$ cat src/rtl/twi_ee_pkg.sv
package twi_ee_pkg;

    localparam int         WORD_AW  = 15;
    localparam logic [3:0] DEV_CODE = 4'b1010;

    typedef enum logic [2:0] {
        PH_IDLE,
        PH_RX,
        PH_ACK,
        PH_TX,
        PH_MACK
    } phase_e;

    typedef enum logic [1:0] {
        BK_CTRL,
        BK_AHI,
        BK_ALO,
        BK_DATA
    } byte_kind_e;

    typedef struct packed {
        logic scl;
        logic sda;
        logic rise;
        logic fall;
        logic start;
        logic stop;
    } bus_ev_t;

    typedef struct packed {
        logic [3:0] code;
        logic [2:0] chip;
        logic       rd;
    } ctrl_t;

    // advance only the in-page bits of an address
    function automatic logic [WORD_AW-1:0] page_step(
        input logic [WORD_AW-1:0] a,
        input int unsigned        paw
    );
        logic [WORD_AW-1:0] m;
        m = WORD_AW'((1 << paw) - 1);
        return (a & ~m) | ((a + 1'b1) & m);
    endfunction

endpackage

$ cat src/rtl/twi_ee_linemon.sv
module twi_ee_linemon
    import twi_ee_pkg::*;
(
    input  logic    clk,
    input  logic    rst,
    input  logic    scl_i,
    input  logic    sda_i,
    output bus_ev_t ev
);

    logic [1:0] scl_sy, sda_sy;
    logic       scl_q, sda_q;

    always_ff @(posedge clk) begin
        if (rst) begin
            scl_sy <= 2'b11;
            sda_sy <= 2'b11;
            scl_q  <= 1'b1;
            sda_q  <= 1'b1;
        end else begin
            scl_sy <= {scl_sy[0], scl_i};
            sda_sy <= {sda_sy[0], sda_i};
            scl_q  <= scl_sy[1];
            sda_q  <= sda_sy[1];
        end
    end

    always_comb begin
        ev.scl   = scl_sy[1];
        ev.sda   = sda_sy[1];
        ev.rise  = scl_sy[1] & ~scl_q;
        ev.fall  = ~scl_sy[1] & scl_q;
        ev.start = scl_sy[1] & scl_q & sda_q & ~sda_sy[1];
        ev.stop  = scl_sy[1] & scl_q & ~sda_q & sda_sy[1];
    end

endmodule

$ cat src/rtl/twi_ee_store.sv
module twi_ee_store
    import twi_ee_pkg::*;
#(
    parameter int MEM_AW       = 8,
    parameter int PAGE_AW      = 6,
    parameter int WRITE_CYCLES = 400
) (
    input  logic                      clk,
    input  logic                      rst,
    input  logic                      buf_clr,
    input  logic                      buf_we,
    input  logic                      buf_keep,
    input  logic [PAGE_AW-1:0]        buf_idx,
    input  logic [7:0]                buf_din,
    input  logic                      commit,
    input  logic [MEM_AW-PAGE_AW-1:0] page_num,
    input  logic [MEM_AW-1:0]         rd_addr,
    output logic [7:0]                rd_data,
    output logic                      busy
);

    localparam int PAGE_B   = 1 << PAGE_AW;
    localparam int MEM_B    = 1 << MEM_AW;
    localparam int HI_W     = MEM_AW - PAGE_AW;
    localparam int BUSY_LEN = (WRITE_CYCLES > PAGE_B) ? WRITE_CYCLES : PAGE_B + 1;
    localparam int CNT_W    = $clog2(BUSY_LEN + 1);

    logic [7:0]        mem  [MEM_B];
    logic [7:0]        pbuf [PAGE_B];
    logic [PAGE_B-1:0] pval;
    logic [HI_W-1:0]   cpage;
    logic [CNT_W-1:0]  busy_cnt;
    logic [PAGE_AW:0]  sweep;
    logic              sweep_on;
    logic              mem_we;
    logic [PAGE_AW-1:0] sw_i;

    assign sweep_on = ~sweep[PAGE_AW];
    assign sw_i     = sweep[PAGE_AW-1:0];
    assign mem_we   = sweep_on & pval[sw_i];
    assign busy     = (busy_cnt != '0);
    assign rd_data  = mem[rd_addr];

    always_ff @(posedge clk) begin
        if (rst) begin
            busy_cnt <= '0;
            sweep    <= {1'b1, {PAGE_AW{1'b0}}};
            cpage    <= '0;
            pval     <= '0;
        end else begin
            if (commit) begin
                busy_cnt <= CNT_W'(BUSY_LEN);
                sweep    <= '0;
                cpage    <= page_num;
            end else begin
                if (busy) busy_cnt <= busy_cnt - 1'b1;
                if (sweep_on) sweep <= sweep + 1'b1;
            end
            if (buf_clr) begin
                pval <= '0;
            end else if (buf_we && buf_keep) begin
                pval[buf_idx] <= 1'b1;
            end
        end
    end

    always_ff @(posedge clk) begin
        if (buf_we && buf_keep) pbuf[buf_idx] <= buf_din;
    end

    always_ff @(posedge clk) begin
        if (mem_we) mem[{cpage, sw_i}] <= pbuf[sw_i];
    end

    // the array changes only inside a write cycle
    a_r5_store_in_cycle: assert property (@(posedge clk) disable iff (rst)
        mem_we |-> busy);

    // a new write cycle never starts on top of a running one
    a_r5_commit_not_busy: assert property (@(posedge clk) disable iff (rst)
        commit |-> !busy);

endmodule

$ cat src/rtl/twi_ee_fsm.sv
module twi_ee_fsm
    import twi_ee_pkg::*;
#(
    parameter int MEM_AW  = 8,
    parameter int PAGE_AW = 6
) (
    input  logic                      clk,
    input  logic                      rst,
    input  bus_ev_t                   ev,
    input  logic [2:0]                strap_i,
    input  logic                      wp_i,
    input  logic                      busy,
    input  logic [7:0]                rd_data,
    output logic                      sda_low,
    output logic [MEM_AW-1:0]         rd_addr,
    output logic                      buf_clr,
    output logic                      buf_we,
    output logic                      buf_keep,
    output logic [PAGE_AW-1:0]        buf_idx,
    output logic [7:0]                buf_din,
    output logic                      commit,
    output logic [MEM_AW-PAGE_AW-1:0] page_num
);

    phase_e             ph;
    byte_kind_e         kind;
    logic               go_tx;
    logic [3:0]         bitcnt;
    logic [7:0]         rsh, tsh;
    logic [WORD_AW-1:0] ptr;
    logic [6:0]         ahi;
    logic               mack;
    logic               pend;
    ctrl_t              cb;
    logic               ctrl_hit;
    logic               rx_done;

    assign cb       = ctrl_t'(rsh);
    assign ctrl_hit = (cb.code == DEV_CODE) && (cb.chip == strap_i) && !busy;
    assign rx_done  = (ph == PH_RX) && ev.fall && (bitcnt == 4'd8) && !ev.start && !ev.stop;

    assign sda_low  = (ph == PH_ACK) || ((ph == PH_TX) && !tsh[7]);
    assign rd_addr  = ptr[MEM_AW-1:0];
    assign buf_clr  = rx_done && (kind == BK_ALO);
    assign buf_we   = rx_done && (kind == BK_DATA);
    assign buf_keep = ~wp_i;
    assign buf_idx  = ptr[PAGE_AW-1:0];
    assign buf_din  = rsh;
    assign commit   = ev.stop && pend;
    assign page_num = ptr[MEM_AW-1:PAGE_AW];

    always_ff @(posedge clk) begin
        if (rst) begin
            ph     <= PH_IDLE;
            kind   <= BK_CTRL;
            go_tx  <= 1'b0;
            bitcnt <= '0;
            rsh    <= '0;
            tsh    <= 8'hFF;
            ptr    <= '0;
            ahi    <= '0;
            mack   <= 1'b1;
            pend   <= 1'b0;
        end else if (ev.stop) begin
            ph   <= PH_IDLE;
            pend <= 1'b0;
        end else if (ev.start) begin
            ph     <= PH_RX;
            kind   <= BK_CTRL;
            bitcnt <= '0;
            pend   <= 1'b0;
        end else begin
            case (ph)
                PH_RX: begin
                    if (ev.rise) begin
                        rsh    <= {rsh[6:0], ev.sda};
                        bitcnt <= bitcnt + 1'b1;
                    end else if (rx_done) begin
                        bitcnt <= '0;
                        go_tx  <= 1'b0;
                        ph     <= PH_ACK;
                        case (kind)
                            BK_CTRL: begin
                                if (ctrl_hit) begin
                                    go_tx <= cb.rd;
                                    kind  <= BK_AHI;
                                end else begin
                                    ph <= PH_IDLE;
                                end
                            end
                            BK_AHI: begin
                                ahi  <= rsh[6:0];
                                kind <= BK_ALO;
                            end
                            BK_ALO: begin
                                ptr  <= {ahi, rsh};
                                kind <= BK_DATA;
                            end
                            default: begin
                                ptr  <= page_step(ptr, PAGE_AW);
                                pend <= 1'b1;
                            end
                        endcase
                    end
                end
                PH_ACK: begin
                    if (ev.fall) begin
                        if (go_tx) begin
                            tsh    <= rd_data;
                            ptr    <= ptr + 1'b1;
                            bitcnt <= '0;
                            ph     <= PH_TX;
                        end else begin
                            ph <= PH_RX;
                        end
                    end
                end
                PH_TX: begin
                    if (ev.fall) begin
                        if (bitcnt == 4'd7) begin
                            ph <= PH_MACK;
                        end else begin
                            tsh    <= {tsh[6:0], 1'b1};
                            bitcnt <= bitcnt + 1'b1;
                        end
                    end
                end
                PH_MACK: begin
                    if (ev.rise) begin
                        mack <= ev.sda;
                    end else if (ev.fall) begin
                        if (!mack) begin
                            tsh    <= rd_data;
                            ptr    <= ptr + 1'b1;
                            bitcnt <= '0;
                            ph     <= PH_TX;
                        end else begin
                            ph <= PH_IDLE;
                        end
                    end
                end
                default: ;
            endcase
        end
    end

    // no acknowledge slot is driven while the write cycle runs
    a_r7_no_ack_busy: assert property (@(posedge clk) disable iff (rst)
        busy |-> (ph != PH_ACK));

    // accepting a data byte never moves the pointer out of its page
    a_r6_page_hold: assert property (@(posedge clk) disable iff (rst)
        buf_we |=> $stable(ptr[WORD_AW-1:PAGE_AW]));

    // the SDA drive holds steady across an SCL high phase
    a_r3_drive_steady: assert property (@(posedge clk) disable iff (rst)
        (ev.scl && $past(ev.scl) && !$past(ev.start) && !$past(ev.stop))
            |-> $stable(sda_low));

    // a STOP always lands in idle
    a_r2_idle_after_stop: assert property (@(posedge clk) disable iff (rst)
        ev.stop |=> (ph == PH_IDLE) && !sda_low);

endmodule

$ cat src/rtl/twi_eeprom_target.sv
module twi_eeprom_target
    import twi_ee_pkg::*;
#(
    parameter int MEM_AW       = 8,
    parameter int PAGE_AW      = 6,
    parameter int WRITE_CYCLES = 400
) (
    input  logic       clk,
    input  logic       rst,
    input  logic       scl_i,
    input  logic       sda_i,
    output logic       sda_low_o,
    input  logic [2:0] strap_i,
    input  logic       wp_i
);

    localparam int HI_W = MEM_AW - PAGE_AW;

    bus_ev_t            ev;
    logic               busy;
    logic [7:0]         rd_data;
    logic [MEM_AW-1:0]  rd_addr;
    logic               buf_clr, buf_we, buf_keep, commit;
    logic [PAGE_AW-1:0] buf_idx;
    logic [7:0]         buf_din;
    logic [HI_W-1:0]    page_num;

    twi_ee_linemon u_linemon (
        .clk   (clk),
        .rst   (rst),
        .scl_i (scl_i),
        .sda_i (sda_i),
        .ev    (ev)
    );

    twi_ee_fsm #(
        .MEM_AW  (MEM_AW),
        .PAGE_AW (PAGE_AW)
    ) u_fsm (
        .clk      (clk),
        .rst      (rst),
        .ev       (ev),
        .strap_i  (strap_i),
        .wp_i     (wp_i),
        .busy     (busy),
        .rd_data  (rd_data),
        .sda_low  (sda_low_o),
        .rd_addr  (rd_addr),
        .buf_clr  (buf_clr),
        .buf_we   (buf_we),
        .buf_keep (buf_keep),
        .buf_idx  (buf_idx),
        .buf_din  (buf_din),
        .commit   (commit),
        .page_num (page_num)
    );

    twi_ee_store #(
        .MEM_AW       (MEM_AW),
        .PAGE_AW      (PAGE_AW),
        .WRITE_CYCLES (WRITE_CYCLES)
    ) u_store (
        .clk      (clk),
        .rst      (rst),
        .buf_clr  (buf_clr),
        .buf_we   (buf_we),
        .buf_keep (buf_keep),
        .buf_idx  (buf_idx),
        .buf_din  (buf_din),
        .commit   (commit),
        .page_num (page_num),
        .rd_addr  (rd_addr),
        .rd_data  (rd_data),
        .busy     (busy)
    );

endmodule

$ cat config.mk
export PLATFORM = sky130hd
export DESIGN_NAME = twi_eeprom_target
export DESIGN_NICKNAME = d
export VERILOG_FILES = /design/src/rtl/twi_ee_pkg.sv /design/src/rtl/twi_ee_linemon.sv /design/src/rtl/twi_ee_store.sv /design/src/rtl/twi_ee_fsm.sv /design/src/rtl/twi_eeprom_target.sv
export SDC_FILE = /design/constraint.sdc
export NUM_CORES = 2
export LEC_CHECK = 0
export BUFFER_PORTS_ARGS = -buffer_cell sky130_fd_sc_hd__buf_4
export CORE_MARGIN = 1
export CORE_UTILIZATION = 50
export CTS_CLUSTER_DIAMETER = 60
export DETAILED_ROUTE_END_ITERATION = 10
export PLACE_DENSITY = 0.75
export SLEW_MARGIN = 15
export SYNTH_ARGS = -nofsm -noshare
export SYNTH_HDL_FRONTEND = slang
export SYNTH_HIERARCHICAL = 1
export SYNTH_SLANG_ARGS = --single-unit
export TNS_END_PERCENT = 30
$ cat constraint.sdc
create_clock -name clk -period 4 [get_ports clk]
set_input_delay 0.8 -clock clk [delete_from_list [all_inputs] [get_ports clk]]
set_output_delay 0.8 -clock clk [all_outputs]
set_load 0.01 [all_outputs]
## Word-level counts from Yosys, hierarchy flattened

Memory sizes are Yosys's and may differ from the RTL's. A register that Yosys moved wholly into a read port is not among the register bits.
Index checks and enable logic that the tools add are counted.

- Bits in read-only memories: 0
- Memories kept: 2
- Bits in writable memories: 2,560
- Latch bits: 0
- Word-level logic and storage cells: 194
- Input port bits: 8
- Register bits: 138

- Shift operators: 0
- Bitwise operators: 20
- Add/subtract/negate cells: 4
- Div/mod/pow operators: 0
- Mux-type cells: 65
- Order comparisons: 3
- Eq/ne operators: 35
- $mul: 0
- Reduce and logical (&&, ||, !) cells: 44

Memories:

| memory | words | bits a word | rd ports | clocked after Yosys merged registers in | write ports | RTL line | text |
|---|---|---|---|---|---|---|---|
| u_store.mem | 256 | 8 | 1 | 1 | 1 | twi_ee_store.sv:28 | `logic [7:0] mem [MEM_B];` |
| u_store.pbuf | 64 | 8 | 1 | 1 | 1 | twi_ee_store.sv:29 | `logic [7:0] pbuf [PAGE_B];` |

Operators by type and width:

| kind | number |
|---|---|
| 15-bit two-way mux | 7 |
| 8-bit two-way mux | 9 |
| 64-bit bitwise OR | 1 |
| 15-bit case mux with 3 select lines | 1 |
| 4-bit two-way mux | 10 |
| 15-bit case mux with 2 select lines | 1 |
| 3-bit two-way mux | 8 |
| 8-bit case mux with 3 select lines | 1 |
| 10-bit AND reduction | 2 |
| 9-bit two-way mux | 2 |
| 3-bit by 1-bit inequality test with 1-bit output (second input constant) | 6 |
| 2-bit two-way mux | 8 |
| 4-bit case mux with 4 select lines | 1 |
| 8-bit AND reduction | 2 |
| 15-bit by 1-bit adder with 15-bit output (second input constant) | 1 |
| 3-bit by 2-bit inequality test with 1-bit output (second input constant) | 5 |
| 15-bit by 6-bit bitwise OR with 15-bit output | 1 |
| 6-bit by 7-bit < comparator with 1-bit output (second input constant) | 2 |
| 7-bit two-way mux | 2 |
| 1-bit logical AND | 12 |
| 6-bit two-way mux | 2 |
| 2-bit by 1-bit inequality test with 1-bit output (second input constant) | 6 |
| 2-bit inequality test (second input constant) | 6 |
| 3-bit case mux with 4 select lines | 1 |
| other kinds (33) | 74 |

## Depth between registers and ports, before layout

- Depth after elaboration: 11
- Mapped depth: 14
- Depth with buffers taken out: 10

## Hierarchy

Netlist, hierarchy kept.

Modules (own cells, without submodules):

| module | area an instance (um2) | cells each | instances |
|---|---|---|---|
| twi_ee_store | 101,926.5 | 4,796 | 1 |
| twi_ee_fsm | 2,352.3 | 290 | 1 |
| twi_ee_linemon | 205.2 | 18 | 1 |

## Least setup slack after synthesis

OpenSTA, ideal clock, no wires.

- Path kind: register to register
- Start point: register with a tool-made name
- End point: memory u_store.mem[0][0] (data pin)
- Period minus slack after synthesis: 3.885 ns
- Data arrival time: 3.334 ns
- Library setup time: 0.552 ns
- Slack: 0.115 ns
- Buffers on the path: 2
- Cell stages (with the launch flop): 6
- Data required time: 3.448 ns
- Cells stage by stage: dfxtp_1 > clkbuf_1 > buf_1 > mux4_2 > mux4_2 > mux4_2

RTL lines:

| element | RTL line |
|---|---|
| to (decl) | twi_ee_store.sv:28 |

==> results.toml <==
[cts]
cts.sink_count = 2690
cts_buffers = 283
cts_tree = "built"
htree_levels = 5
path_clk_slew_ns = 0.06
clock_path_buffers = 4
root_buffer = "clkbuf_16"
clk-insertion-delay-late_ns = 0.91
cts_hold_buffers = 0

[setup_path]
r2r_start = "u_fsm/ptr[0]$_SDFFE_PP0P_"
r2r_cells = 10
crit_end = "u_fsm/tsh[0]$_SDFFE_PP1P_"
r2r_slack_ns = 0.11
crit_arrival_ns = 4.62
endpoint_kind = "register"
path_class = "register to register"
r2r-end = "u_fsm/tsh[0]$_SDFFE_PP1P_"
cp-start-kind = "register"
worst_ep_required_time_ns = 4.73
worstPathMaxFanout = 43
cp-startpoint = "u_fsm/ptr[0]$_SDFFE_PP0P_"

[cells_and_area]
syn2layout_area_growth_pct = 13.7
design_area_mm2 = 0.119
fin_nets = 5470
fill_cells = 14590
final_common_cell = "edfxtp_1"
final_cell_mix = "2,560 x edfxtp_1, 626 x mux4_2, 393 x nor2_1"
layout-drive-gt1-share = 0.255

[sta]
tightest_slew_ns = 1.32
setup_tns_ns = 0
hold_viol_final = 0
fin_hold_ws_ns = 0.0797
fin_worst_skew_ns = 0.0496
fin_crit_sh = 0.972
final_max_slew_viol_count = 0
relSlewSlack = 0.122
setup_viol = 0
fmax_mhz = 257
grt_setup_unrepaired = "false"
min_period_ns = 3.89

[global_routing]
grt_max_degree = 152
grt_antenna_before_repair = 12
grt_overflow = 0
grt_use_total = 0.240
first_global_vias = 54115
grt_pass1_wl_um = 369000

[worst_hold_path]
hp-class = "input port to register"

[route]
num_vias = 54106
antenna_left = 0
drc = 0
firstDrtPassIters = 8
drtIter0Drc = 7788
wl_per_cell_um = 30.0
drt-total-wl_um = 253000
vias_per_cell = 6.41

[floorplanning]
ios = 9
initial_core_util = 0.504
die_w_um = 459
rows = 167
dieHeight_um = 459
coreArea_mm2 = 0.207
die_area_mm2 = 0.211

[logic_synthesis]
synth_fp_nets = 5125
netlist_instances = 5103
synth_area_per_cell_um2 = 20.5
netlist_area_mm2 = 0.104
yosys_warnings = 6

[placed_design]
io_buffers = 8
dpl_cell_area_mm2 = 0.110
gp_congestion = 0.875
dpl.hpwl_um = 153000

[power]
powerDensity_mw_per_mm2 = 466
power_leakage_uw = 0.0362
ir_worst_vdd_mv = 0.436

[flow_run]
cap_violations = 0

[status]
status = "completed"
## sequential cells by signal, summed over array words and instances (netlist names), named ones only
signal,cells
u_linemon/scl_q,1
u_fsm/mack,1
u_linemon/scl_sy,2
u_fsm/go_tx,1
u_fsm/kind,2
u_store/pbuf,512
u_store/mem,2048
u_store/pval,64
u_store/cpage,2
u_fsm/ph,3
u_fsm/pend,1
u_linemon/sda_sy,2
u_fsm/ptr,8
u_fsm/bitcnt,4
u_fsm/tsh,8
u_store/busy_cnt,9
u_store/sweep,7
u_linemon/sda_q,1
u_fsm/buf_din,8
## per-layer routing
layer  vias to the layer above  global-route usage  routed length [um]
met5                         -                   0                  37
li1                      21862                   -                   -
met1                     28122               0.331               94700
met2                      3484               0.373              120000
met3                       632              0.0568               28600
met4                         6              0.0904                9550
## cell type report
cell class | count | area, um2 | share of cell area
sequential | 2690 | 79500 | 0.670
tap | 2788 | 3490 | 0.0294
clock buffer | 347 | 7520 | 0.0633
multi-input combinational | 2080 | 23400 | 0.197
timing repair buffer | 375 | 3680 | 0.0310
antenna | 7 | 17.5 | 0.000148
clock inverter | 131 | 1070 | 0.00901
inverter | 18 | 67.6 | 0.000569
## what timing repair did
action	4_1_cts	5_1_grt
setup endpoints to repair	1	3
buffers inserted	0	1
resized for setup	2	4
## worst max-delay path, stage by stage, from the launching register on
cell and delay [ns]:
dfxtp_4 0.77, buf_12 0.27, buf_12 0.30, mux4_2 0.55, a22oi_1 0.29, nand2_1 0.14
a22o_1 0.38, nor3_2 0.49, nor4_1 0.13, nor3b_1 0.21, o21ai_0 0.10
## through the flow
step,worst slack (ns),cells,power [uW],util
2_1_floorplan,0.115,5103,31200,-
3_3_place_gp,-0.170,7949,31200,0.531
3_5_place_dp,-0.109,7949,31300,0.531
4_1_cts,0.0108,8427,55700,0.573
5_1_grt,0.0807,8429,56700,0.573
6_report,0.111,8436,55400,0.573
## power by group
part / total (uW) / switching, uW / internal (uW)
logic: 265 / 164 / 101
registers: 30400 / 27.5 / 30400
clock network: 24700 / 10300 / 14400
total: 55400 / 10500 / 44900
## worst min path at each step
stage | startpoint | endpoint | slack (ns) | cells after the start
2_1_floorplan | u_linemon/scl_sy[0]$_SDFF_PP1_ | u_linemon/scl_sy[1]$_SDFF_PP1_ | 0.38 | 1
3_3_place_gp | u_linemon/sda_sy[0]$_SDFF_PP1_ | u_linemon/sda_sy[1]$_SDFF_PP1_ | 0.40 | 1
3_5_place_dp | u_linemon/sda_sy[0]$_SDFF_PP1_ | u_linemon/sda_sy[1]$_SDFF_PP1_ | 0.40 | 1
4_1_cts | scl_i | u_linemon/scl_sy[0]$_SDFF_PP1_ | 0.02 | 2
5_1_grt | scl_i | u_linemon/scl_sy[0]$_SDFF_PP1_ | 0.05 | 2
6_report | scl_i | u_linemon/scl_sy[0]$_SDFF_PP1_ | 0.08 | 2
No activity file was read; power rests on OpenSTA's default activity.
